## src/rtl/bypass_pkg.sv

```systemverilog
package bypass_pkg;
  localparam int INSTR_W  = 32;
  localparam int REG_W    = 5;
  localparam int OP_W     = 6;
  localparam int OP_LSB   = INSTR_W - OP_W;
  localparam int RC_LSB   = OP_LSB - REG_W;
  localparam int RA_LSB   = RC_LSB - REG_W;
  localparam int RB_LSB   = RA_LSB - REG_W;
  localparam int NUM_SRC  = 2;

  typedef logic [OP_W-1:0]    opcode_t;
  typedef logic [REG_W-1:0]   regIdx_t;
  typedef logic [INSTR_W-1:0] instr_t;

  localparam regIdx_t ZERO_REG = '1;

  localparam opcode_t OPC_LD  = 6'h18;
  localparam opcode_t OPC_ST  = 6'h19;
  localparam opcode_t OPC_JMP = 6'h1B;
  localparam opcode_t OPC_BEQ = 6'h1C;
  localparam opcode_t OPC_BNE = 6'h1D;

  typedef struct packed {
    logic fromAlu;
    logic fromWb;
    logic forceZero;
  } opSel_t;

  typedef struct packed {
    opSel_t a;
    opSel_t b;
  } bypassSel_t;

  function automatic opcode_t opcodeOf(instr_t i);
    return i[OP_LSB +: OP_W];
  endfunction

  function automatic regIdx_t rcOf(instr_t i);
    return i[RC_LSB +: REG_W];
  endfunction

  function automatic regIdx_t raOf(instr_t i);
    return i[RA_LSB +: REG_W];
  endfunction

  function automatic regIdx_t rbOf(instr_t i);
    return i[RB_LSB +: REG_W];
  endfunction

  function automatic logic isAluClass(opcode_t op);
    return op[OP_W-1];
  endfunction

  function automatic logic isRegAlu(opcode_t op);
    return op[OP_W-1 -: 2] == 2'b10;
  endfunction

  function automatic logic readsFirst(opcode_t op);
    return isAluClass(op) || op == OPC_LD || op == OPC_ST ||
           op == OPC_JMP || op == OPC_BEQ || op == OPC_BNE;
  endfunction

  function automatic logic readsSecond(opcode_t op);
    return isRegAlu(op) || op == OPC_ST;
  endfunction

  function automatic regIdx_t secondAddr(instr_t i);
    return (opcodeOf(i) == OPC_ST) ? rcOf(i) : rbOf(i);
  endfunction
endpackage

```

## src/rtl/bypass_ctrl.sv

```systemverilog
module bypass_ctrl
  import bypass_pkg::*;
(
  input  instr_t     rrInstr,
  input  instr_t     aluInstr,
  input  regIdx_t    wbWa,
  input  logic       wbWe,
  output bypassSel_t sel
);
  opcode_t rrOp;
  opcode_t aluOp;
  regIdx_t aluDest;
  logic    aluProduces;

  regIdx_t srcAddr [NUM_SRC];
  logic    srcRead [NUM_SRC];
  opSel_t  srcSel  [NUM_SRC];

  assign rrOp        = opcodeOf(rrInstr);
  assign aluOp       = opcodeOf(aluInstr);
  assign aluDest     = rcOf(aluInstr);
  assign aluProduces = isAluClass(aluOp);

  assign srcAddr[0] = raOf(rrInstr);
  assign srcRead[0] = readsFirst(rrOp);
  assign srcAddr[1] = secondAddr(rrInstr);
  assign srcRead[1] = readsSecond(rrOp);

  for (genvar g = 0; g < NUM_SRC; g++) begin : g_src
    logic isZero;
    logic aluHit;
    logic wbHit;
    assign isZero = srcAddr[g] == ZERO_REG;
    assign aluHit = srcRead[g] && !isZero && aluProduces && (aluDest == srcAddr[g]);
    assign wbHit  = srcRead[g] && !isZero && wbWe && (wbWa == srcAddr[g]);
    always_comb begin
      srcSel[g].forceZero = isZero;
      srcSel[g].fromAlu   = aluHit;
      srcSel[g].fromWb    = wbHit && !aluHit;
    end
  end

  assign sel.a = srcSel[0];
  assign sel.b = srcSel[1];
endmodule

```

## src/rtl/bypass_dpath.sv

```systemverilog
module bypass_dpath
  import bypass_pkg::*;
#(
  parameter int DATA_W = 32
) (
  input  logic              clk,
  input  logic              rstN,
  input  bypassSel_t        sel,
  input  logic [DATA_W-1:0] aluResult,
  input  logic [DATA_W-1:0] wbData,
  input  logic [DATA_W-1:0] rfRdA,
  input  logic [DATA_W-1:0] rfRdB,
  output logic [DATA_W-1:0] opA,
  output logic [DATA_W-1:0] opB
);
  logic [DATA_W-1:0] rfData  [NUM_SRC];
  logic [DATA_W-1:0] nextOp  [NUM_SRC];
  logic [DATA_W-1:0] opReg   [NUM_SRC];
  opSel_t            srcSel  [NUM_SRC];

  assign rfData[0] = rfRdA;
  assign rfData[1] = rfRdB;
  assign srcSel[0] = sel.a;
  assign srcSel[1] = sel.b;

  for (genvar g = 0; g < NUM_SRC; g++) begin : g_mux
    always_comb begin
      if (srcSel[g].forceZero)    nextOp[g] = '0;
      else if (srcSel[g].fromAlu) nextOp[g] = aluResult;
      else if (srcSel[g].fromWb)  nextOp[g] = wbData;
      else                        nextOp[g] = rfData[g];
    end
  end

  always_ff @(posedge clk or negedge rstN) begin
    if (!rstN) begin
      for (int i = 0; i < NUM_SRC; i++) opReg[i] <= '0;
    end else begin
      for (int i = 0; i < NUM_SRC; i++) opReg[i] <= nextOp[i];
    end
  end

  assign opA = opReg[0];
  assign opB = opReg[1];
endmodule

```

## src/rtl/operand_bypass.sv

```systemverilog
module operand_bypass
  import bypass_pkg::*;
#(
  parameter int DATA_W = 32
) (
  input  logic              clk,
  input  logic              rstN,
  input  logic [31:0]       rrInstr,
  input  logic [31:0]       aluInstr,
  input  logic [DATA_W-1:0] aluResult,
  input  logic [4:0]        wbWa,
  input  logic              wbWe,
  input  logic [DATA_W-1:0] wbData,
  input  logic [DATA_W-1:0] rfRdA,
  input  logic [DATA_W-1:0] rfRdB,
  output logic [DATA_W-1:0] opA,
  output logic [DATA_W-1:0] opB
);
  bypassSel_t sel;

  bypass_ctrl u_ctrl (
    .rrInstr (rrInstr),
    .aluInstr(aluInstr),
    .wbWa    (wbWa),
    .wbWe    (wbWe),
    .sel     (sel)
  );

  bypass_dpath #(.DATA_W(DATA_W)) u_dpath (
    .clk      (clk),
    .rstN     (rstN),
    .sel      (sel),
    .aluResult(aluResult),
    .wbData   (wbData),
    .rfRdA    (rfRdA),
    .rfRdB    (rfRdB),
    .opA      (opA),
    .opB      (opB)
  );
endmodule

```

## config.mk

```make
export PLATFORM = sky130hd
export DESIGN_NAME = operand_bypass
export DESIGN_NICKNAME = d
export VERILOG_FILES = /design/src/rtl/bypass_pkg.sv /design/src/rtl/bypass_ctrl.sv /design/src/rtl/bypass_dpath.sv /design/src/rtl/operand_bypass.sv
export SDC_FILE = /design/constraint.sdc
export NUM_CORES = 1
export LEC_CHECK = 0
export BUFFER_PORTS_ARGS = -buffer_cell sky130_fd_sc_hd__buf_2
export CELL_PAD_IN_SITES_DETAIL_PLACEMENT = 1
export CELL_PAD_IN_SITES_GLOBAL_PLACEMENT = 1
export CORE_MARGIN = 4
export CORE_UTILIZATION = 29
export DETAILED_ROUTE_END_ITERATION = 10
export PLACE_DENSITY_LB_ADDON = 0.1
export RECOVER_POWER = 50
export SLEW_MARGIN = 20
export SYNTH_ARGS = -nofsm -noshare
export SYNTH_HDL_FRONTEND = slang
export SYNTH_SLANG_ARGS = --single-unit
```

## constraint.sdc

```tcl
create_clock -name clk -period 0.8 [get_ports clk]
set_input_delay 0.04 -clock clk [delete_from_list [all_inputs] [get_ports clk]]
set_output_delay 0.04 -clock clk [all_outputs]
set_load 0.01 [all_outputs]
```

==> flow_metrics.py, run 1 <==
metrics = {
    "status": {
        "outcome": "complete, but fails checks",
        "violations": "negative setup slack",
    },
    "global_routing": {
        "grt_pass1_wl_um": 26300,
        "grt_max_degree": 65,
        "grt_pass1_vias": 4865,
        "met1_usage": 0.264,
        "grt.met3_usage": 0.0617,
        "busiest_layer": "met2",
        "antenna_found_initial": 1,
        "grt-ovfl-total": 0,
        "grt_use_total": 0.232,
        "use_met2": 0.424,
    },
    "route": {
        "dr_total_vias": 4382,
        "drc": 0,
        "wirelength_um": 17900,
        "first_pass_iters": 4,
        "avgViaCountPerCell": 5.00,
        "avgRoutedWirePerCell_um": 20.4,
        "ant_nets": 0,
        "drtIter0Drc": 234,
    },
    "sta": {
        "setup_viol": 128,
        "final_hold_viol_count": 0,
        "fin_crit_sh": 2.66,
        "max_freq_mhz": 469,
        "drv_slew": 0,
        "fin_crit_ns": 2.13,
        "fin_ws_ns": -1.33,
        "tightest_slew_ns": 0.509,
        "rsz0062_at_grt": "true",
        "maxSlewHeadroom": 0.661,
    },
    "yosys": {
        "ys_ff_latch": 64,
        "synth_warnings": 0,
        "syn_nets": 567,
        "async_reset_ff_frac": 1.00,
        "synth_edf_count": 0,
        "ys.flop_type": "dfrtp_1",
        "synth_area_per_cell_sq_um": 10.0,
        "yosysTopAreaCell": "dfrtp_1",
        "synth_top_area_share": 0.436,
        "syn_area_sq_mm": 0.00367,
        "syn_inst": 367,
        "yosysSeqAreaShare": 0.436,
        "synth_cell_types": 42,
        "synth_area_leaders": "dfrtp_1 44%, mux2i_1 17%, a211oi_1 6.7%",
    },
    "worst_setup_path": {
        "startpoint_type": "input port",
        "worstPathCellList": "buf_6, or4b_4, a2111oi_4, o221a_2, o2111ai_2, a2111oi_4, buf_6, buf_8, mux2i_1, o21ai_1",
        "cp_max_fo": 8,
        "critPathMaxStageDelay_ns": 0.60,
        "crit_required_ns": 1.02,
        "crit_type": "input port to flip-flop",
        "cp.arrival_ns": 2.35,
        "path_buf_inv": 3,
        "critPathTopFamily": "compound AO/OA/AOI/OAI gates",
        "end_kind": "flip-flop",
        "critPathSlowestCell": "or4b_4",
    },
    "finish": {
        "drive_gt1_frac": 0.497,
        "fin_cells": 877,
        "fin_nets": 903,
        "syn_to_final_growth_pct": 91.1,
    },
    "pwr": {
        "p_total_mw": 9.78,
        "vdd_ir_drop_max_mv": 1.44,
        "power_density_mw_per_mm2": 1390,
        "leakagePower_nw": 3.07,
    },
    "floorplanning": {
        "core_sq_mm": 0.0122,
        "fp-row-count": 40,
        "start_util": 0.301,
        "io_pins": 264,
        "die_w_um": 121,
        "fp.dieArea_sq_mm": 0.0145,
        "die_height_um": 121,
    },
    "cts": {
        "tritoncts": "yes",
        "clkSinkCount": 64,
        "clock_path_buffers": 2,
        "cts_buffers": 9,
        "htreeDepth": 3,
        "clkTransAtPathRegs_ns": 0.06,
        "root_buffer": "clkbuf_16",
    },
    "hold_path": {
        "holdCritPathClass": "input port to flip-flop",
    },
    "run": {
        "drv_cap": 0,
    },
    "place": {
        "portBuffers": 226,
        "dp_hpwl_um": 11400,
        "gp_congestion": 0.785,
        "dp.cells": 777,
    },
}
## tightest hold or removal path: stages
cell	delay [ns]
buf_2	0.09
mux2i_1	0.07
o21ai_1	0.11
## cell usage in the layout (no fill, tap or decap), drive strengths merged, types with 2 or more instances in the layout
| cell type | instances |
|---|---|
| o211ai | 2 |
| nand3 | 5 |
| buf | 278 |
| clkinv | 3 |
| a21boi | 3 |
| xnor2 | 2 |
| dfrtp | 64 |
| dlygate4sd3 | 71 |
| a211oi | 33 |
| a21oi | 3 |
| nor2 | 34 |
| clkbuf | 13 |
| a221oi | 2 |
| nor4 | 5 |
| o21ai | 38 |
| xor2 | 9 |
| or3 | 4 |
| a2111oi | 3 |
| nand4b | 2 |
| and2 | 2 |
| mux2i | 64 |
| and3 | 6 |
| and4 | 2 |
| nand2 | 39 |
| nor2b | 3 |
| inv | 3 |
## area by class of cell
type	count	area, sq um
inverters	3	11.3
well taps	168	210
diodes	1	2.50
clock buffers	11	243
multi-input cells	274	2230
fillers	1394	5190
flip-flops and latches	64	1600
clock inverters	5	56.3
repair buffers	351	2670
## path summary, 6_finish.rpt
kind	slack (ns)	cells past startpoint	endpoint	startpoint
setup / recovery	-1.33	10	u_dpath.opB[14]	rrInstr[28]
hold / removal	0.007	3	u_dpath.opB[21]	wbData[21]
max in group asynchronous	0.10	3	u_dpath.opB[23]	rstN
min in group asynchronous	0.34	3	u_dpath.opA[17]	rstN
## kinds of logic (layout without fill, tap and decap cells)
| family | count (synthesis) | in the layout | share of synthesized area |
|---|---|---|---|
| simple gates | 107 | 107 | 0.142 |
| xor+xnor | 11 | 11 | 0.0262 |
| flops | 64 | 64 | 0.436 |
| compound gates | 91 | 91 | 0.178 |
| buf+inv | 29 | 370 | 0.0405 |
| mux | 65 | 65 | 0.177 |
| other cells | 0 | 1 | 0 |
## state kept, by name (all words and copies together) (netlist names)
signal	flops
u_dpath.opA	32
u_dpath.opB	32
## per-stage QoR
| step | utilization | area, sq um | setup TNS [ns] | hold WS [ns] | setup slack, ns |
|---|---|---|---|---|---|
| 6_report | 0.575 | 7020 | -69.77 | 0.00734 | -1.33 |
| 2_1_floorplan | - | 3720 | -73.00 | -0.256 | -1.48 |
| 3_3_place_gp | 0.434 | 5300 | -91.35 | 0.0880 | -1.70 |
| 4_1_cts | 0.548 | 6690 | -68.31 | 0.000582 | -1.24 |
| 3_5_place_dp | 0.434 | 5300 | -95.44 | 0.0854 | -1.80 |
| 5_1_grt | 0.575 | 7020 | -77.60 | 0.0300 | -1.40 |
## layer usage
| layer | part of all wire | vias up |
|---|---|---|
| met4 | 0.024 | 0 |
| li1 | - | 2014 |
| met1 | 0.38 | 2163 |
| met2 | 0.53 | 173 |
| met3 | 0.059 | 32 |
| met5 | 0 | - |
## power breakdown
| group | switching [mW] | total [mW] | internal [mW] |
|---|---|---|---|
| Clock | 1.50 | 3.99 | 2.49 |
| Combinational | 1.01 | 2.25 | 1.24 |
| Sequential | 0.0833 | 3.54 | 3.45 |
| Total | 2.60 | 9.78 | 7.18 |
## cells in the mapped netlist, drive strengths merged, types with 2 or more instances
cell and instances:
dfrtp 64, mux2i 64, nand2 39, o21ai 38
nor2 34, a211oi 33, clkbuf 14, buf 12
xor2 9, and3 6, nand3 5, nor4 5
or3 4, a2111oi 3, a21boi 3, a21oi 3
inv 3, nor2b 3, a221oi 2, and2 2
and4 2, nand4b 2, o211ai 2, xnor2 2
## what timing repair did
| item | CTS | global route |
|---|---|---|
| hold buffers | 71 | 0 |
| setup endpoints to repair | 128 | 128 |
| setup buffers | 6 | 3 |
| cloned | 5 | 2 |
| endpoints found under the hold margin | 116 | 0 |
| gates resized for setup | 55 | 69 |
| pin swaps | 15 | 21 |
No activity file was read; power rests on OpenSTA's default activity.
==> run 2, diff against run 1 <==
==> constraint.sdc (replaced) <==
create_clock -name clk -period 0.8 [get_ports clk]
set_input_delay 0.08 -clock clk [delete_from_list [all_inputs] [get_ports clk]]
set_output_delay 0.08 -clock clk [all_outputs]
set_load 0.01 [all_outputs]
==> flow_metrics.py, run 2 (synthesized netlist as in run 1, its figures left out) <==
metrics = {
    "place": {
        "portBuffers": 226,
        "gp_congestion": 0.783,
        "placed_cell_area_sq_mm": 0.00530,
        "dp.cells": 777,
        "dp_hpwl_um": 11300,
    },
    "global_routing": {
        "grt_max_degree": 65,
        "grt_pass1_wl_um": 24200,
        "grt_pass1_vias": 4544,
        "grt_use_total": 0.213,
        "grt-ovfl-total": 0,
        "antenna_found_initial": 0,
    },
    "pwr": {
        "vdd_ir_drop_max_mv": 0.820,
        "power_density_mw_per_mm2": 1450,
        "leakagePower_nw": 2.89,
    },
    "cts": {
        "cts_buffers": 9,
        "root_buffer": "clkbuf_16",
        "clkSinkCount": 64,
        "tritoncts": "yes",
        "htreeDepth": 3,
        "clock_path_buffers": 2,
        "clkTransAtPathRegs_ns": 0.05,
    },
    "worst_setup_path": {
        "crit_type": "input port to flip-flop",
        "critPathMaxStageDelay_ns": 0.37,
        "startpoint": "rrInstr[26]",
        "path_buf_inv": 5,
        "critPathSlowestCell": "or3_1",
        "crit_end": "u_dpath.opB[25]",
        "startpoint_type": "input port",
        "crit_required_ns": 1.01,
        "cp_max_fo": 8,
        "cp.arrival_ns": 2.34,
        "critPathTopFamily": "buffers and inverters",
        "end_kind": "flip-flop",
        "crit_path_frequent_cell": "buf_6",
        "cp_num_cells": 12,
        "worstPathCellList": "buf_6, nor4b_4, buf_6, buf_6, and3_4, or3_1, a22o_1, a2111oi_4, buf_6, buf_12, mux2i_2, o21ai_1",
    },
    "floorplanning": {
        "die_w_um": 121,
        "fp-row-count": 40,
        "start_util": 0.301,
        "die_height_um": 121,
        "io_pins": 264,
        "fp.dieArea_sq_mm": 0.0145,
        "core_sq_mm": 0.0122,
    },
    "route": {
        "wirelength_um": 16000,
        "dr_total_vias": 4092,
        "drc": 0,
        "drtIter0Drc": 147,
        "first_pass_iters": 4,
        "ant_nets": 0,
        "avgViaCountPerCell": 4.91,
        "avgRoutedWirePerCell_um": 19.2,
    },
    "finish": {
        "final_cell_mix": "196 x buf_2, 64 x dfrtp_1, 44 x mux2i_1, 37 x nand2_1",
        "fin_cells": 833,
        "n_antenna_cell": 0,
        "final_area_sq_mm": 0.00656,
        "drive_gt1_frac": 0.531,
        "fillers": 1391,
        "fin_nets": 860,
        "final_common_cell": "buf_2",
        "syn_to_final_growth_pct": 78.6,
        "utilization": 0.537,
    },
    "sta": {
        "max_freq_mhz": 470,
        "maxSlewHeadroom": 0.674,
        "hold_slack_ns": 0.0139,
        "setup_viol": 128,
        "fin_crit_ns": 2.13,
        "rsz0062_at_grt": "true",
        "final_hold_viol_count": 0,
        "fin_ws_ns": -1.33,
        "tightest_slew_ns": 0.489,
        "drv_slew": 0,
        "fin_crit_sh": 2.66,
    },
    "hold_path": {
        "holdCritPathClass": "input port to flip-flop",
        "hold_depth": 3,
    },
    "status": {
        "violations": "negative setup slack",
        "outcome": "complete, but fails checks",
    },
    "run": {
        "drv_cap": 0,
    },
}
run 2: changes by cell type in the layout (fill, tap and decap cells not counted), sizes merged:
cell         previous run  this run
diode                   1         0
clkbuf                 13        12
clkinvlp                1         3
inv                     3         4
clkinv                  3         1
dlygate4sd3            71        26
buf                   278       280
run 2: what timing repair did:
action                     in CTS  in global routing
setup buffers                   5                  6
hold endpoints to repair       89                  0
setup endpoints to repair     128                128
gates cloned                    6                  1
hold buffers                   26                  0
gates resized for setup        61                 64
pin swaps                      13                 26
run 2: final cells by class:
cell class	instances	area, sq um	share of cell area
sequential	64	1600	0.244
clock buffer	10	239	0.0364
multi-input combinational	274	2210	0.336
timing repair buffer	308	2230	0.339
tap	168	210	0.0320
inverter	3	11.3	0.00172
clock inverter	6	66.3	0.0101
run 2: through the flow:
step	setup TNS (ns)	setup WS (ns)	total power [mW]
floorplan	-75.56	-1.52	4.15
global placement	-93.92	-1.74	5.17
detailed placement	-97.48	-1.84	5.22
CTS	-73.29	-1.28	9.47
global route	-79.47	-1.39	9.93
finish	-72.47	-1.33	9.49
run 2: power by group:
group	switching [mW]	internal, mW	total [mW]
clock	1.47	2.50	3.97
combinational	0.936	1.06	2.00
sequential	0.0775	3.45	3.53
run 2: how the worst min path moves through the flow:
| stage | start | to | slack [ns] |
|---|---|---|---|
| after floorplan | rstN | u_dpath.opA[0] | -0.22 |
| after global placement | rstN | u_dpath.opA[17] | 0.13 |
| after detailed placement | rstN | u_dpath.opA[17] | 0.13 |
| after CTS | aluResult[24] | u_dpath.opB[24] | 0.003 |
| after global routing | aluResult[14] | u_dpath.opB[14] | 0.02 |
| final | aluResult[20] | u_dpath.opB[20] | 0.01 |
run 2: layer usage:
| layer | part of all wire | wire (um) | GRT usage | vias up |
|---|---|---|---|---|
| met2 | 0.52 | 8260 | 0.372 | 154 |
| li1 | - | - | - | 1926 |
| met3 | 0.069 | 1100 | 0.0575 | 19 |
| met1 | 0.40 | 6340 | 0.256 | 1993 |
| met5 | 0 | 0 | 0 | - |
| met4 | 0.017 | 274 | 0.0602 | 0 |
==> run 3, diff against run 2 <==
Settings changed: BUFFER_PORTS_ARGS -buffer_cell sky130_fd_sc_hd__buf_2 to -buffer_cell sky130_fd_sc_hd__buf_4, CORE_UTILIZATION 29 to 26.
Clock period 0.8 ns to 1.94 ns, I/O delays scaled along.
==> flow_metrics.py, run 3 (synthesized netlist as in run 1, its figures left out) <==
metrics = {
    "status": {
        "outcome": "complete, but fails checks",
        "violations": "negative setup slack",
    },
    "sta": {
        "final_hold_viol_count": 0,
        "tightest_slew_ns": 0.832,
        "maxSlewHeadroom": 0.445,
        "setup_viol": 32,
        "fin_crit_ns": 2.26,
        "hold_slack_ns": 0.0788,
        "rsz0062_at_grt": "true",
        "max_freq_mhz": 442,
        "fin_crit_sh": 1.17,
        "drv_slew": 0,
        "fin_ws_ns": -0.324,
    },
    "floorplanning": {
        "io_pins": 264,
        "start_util": 0.265,
        "fp.dieArea_sq_mm": 0.0161,
        "fp-row-count": 43,
        "core_sq_mm": 0.0139,
        "die_height_um": 127,
        "die_w_um": 127,
    },
    "route": {
        "avgRoutedWirePerCell_um": 19.8,
        "drtIter0Drc": 150,
        "dr_total_vias": 3952,
        "drc": 0,
        "wirelength_um": 16100,
        "first_pass_iters": 4,
        "ant_nets": 0,
        "avgViaCountPerCell": 4.87,
    },
    "worst_setup_path": {
        "cp.arrival_ns": 2.48,
        "critPathMaxStageDelay_ns": 0.35,
        "cp_max_fo": 8,
        "crit_path_frequent_cell": "buf_6",
        "worstPathCellList": "buf_4, nor4b_4, buf_6, buf_6, and3_4, or3_1, a22o_1, a2111oi_4, buf_6, buf_16, mux2i_1, o21ai_1",
        "crit_type": "input port to flip-flop",
        "critPathSlowestCell": "or3_1",
        "startpoint_type": "input port",
        "crit_required_ns": 2.16,
        "end_kind": "flip-flop",
    },
    "run": {
        "drv_cap": 0,
    },
    "cts": {
        "cts_buffers": 9,
        "clock_path_buffers": 2,
        "clkSinkCount": 64,
        "root_buffer": "clkbuf_16",
        "clkTransAtPathRegs_ns": 0.06,
        "tritoncts": "yes",
        "htreeDepth": 3,
    },
    "place": {
        "portBuffers": 226,
        "dp.cells": 786,
        "gp_congestion": 0.807,
        "dp_slack_ns": -0.812,
        "dp_hpwl_um": 11700,
    },
    "pwr": {
        "p_int_mw": 2.81,
        "leakagePower_nw": 2.73,
        "seqPwrFrac": 0.383,
        "p_comb_frac": 0.215,
        "power_density_mw_per_mm2": 602,
        "p_sw_frac": 0.259,
        "clkPwrFrac": 0.403,
        "p_switching_mw": 0.983,
        "p_total_mw": 3.80,
        "vdd_ir_drop_max_mv": 0.376,
    },
    "hold_path": {
        "hold_path_end": "u_dpath.opB[17]",
        "holdCritPathClass": "input port to flip-flop",
        "hold_depth": 3,
        "min_from": "aluResult[17]",
    },
    "finish": {
        "n_antenna_cell": 0,
        "final_cell_mix": "242 x buf_4, 64 x dfrtp_1, 63 x mux2i_1, 37 x nand2_1",
        "drive_gt1_frac": 0.470,
        "final_common_cell": "buf_4",
        "fin_cells": 812,
        "fin_nets": 827,
        "syn_to_final_growth_pct": 71.7,
        "utilization": 0.454,
    },
    "global_routing": {
        "grt_use_total": 0.189,
        "grt_pass1_wl_um": 23900,
        "grt_max_degree": 37,
        "antenna_found_initial": 0,
        "grt_pass1_vias": 4302,
        "grt-ovfl-total": 0,
    },
}
run 3: routing by layer:
| metal | share of wire | GRT usage | vias to the layer above |
|---|---|---|---|
| li1 | - | - | 1858 |
| met1 | 0.43 | 0.242 | 1924 |
| met2 | 0.49 | 0.322 | 155 |
| met3 | 0.058 | 0.0417 | 15 |
| met4 | 0.013 | 0.0498 | 0 |
| met5 | 0 | 0 | - |
run 3: area by class of cell:
cell class / instances / area [sq um]
multi-input cells: 274 / 2000
clock buffers: 12 / 256
flip-flops and latches: 64 / 1600
well taps: 180 / 225
inverters: 3 / 11.3
fillers: 1588 / 7570
repair buffers: 275 / 2180
clock inverters: 4 / 28.8
run 3: power groups by stage:
stage | logic, mW | clock network [mW] | registers (mW)
5_1_grt | 0.884 | 1.61 | 1.46
2_1_floorplan | 0.194 | 0 | 1.52
4_1_cts | 0.834 | 1.56 | 1.45
3_3_place_gp | 0.806 | 0 | 1.48
3_5_place_dp | 0.821 | 0 | 1.48
6_report | 0.815 | 1.53 | 1.45
run 3: critical path, delay by kind of cell:
| kind | cells | cell delay (ns) |
|---|---|---|
| simple gates | 3 | 0.65 |
| mux | 1 | 0.23 |
| compound gates | 3 | 0.64 |
| buf+inv | 5 | 0.75 |
run 3: repair_timing:
action | in CTS | in global routing
gates resized for setup | 13 | 7
gates cloned | 2 | 3
setup buffers | 2 | 2
hold endpoints to repair | 32 | 0
endpoints found under the setup margin | 32 | 48
hold buffers | 1 | 0
pin swaps | 6 | 4
run 3: worst max path at each step:
stage                start  slack [ns]               to  cells past startpoint
2_1_floorplan  rrInstr[31]       -0.50  u_dpath.opB[10]                      9
3_3_place_gp   rrInstr[31]       -0.72  u_dpath.opB[31]                      9
3_5_place_dp   rrInstr[31]       -0.81  u_dpath.opB[17]                      9
4_1_cts        rrInstr[28]       -0.31   u_dpath.opB[8]                     10
5_1_grt        rrInstr[28]       -0.43  u_dpath.opB[12]                     11
6_report       rrInstr[26]       -0.32   u_dpath.opB[2]                     12
run 3: per-stage QoR:
stage | area, sq um | setup TNS (ns)
2_1_floorplan | 3690 | -15.39
3_5_place_dp | 5870 | -30.88
4_1_cts | 6280 | -8.99
6_report | 6310 | -9.25
5_1_grt | 6310 | -12.59
3_3_place_gp | 5870 | -28.42
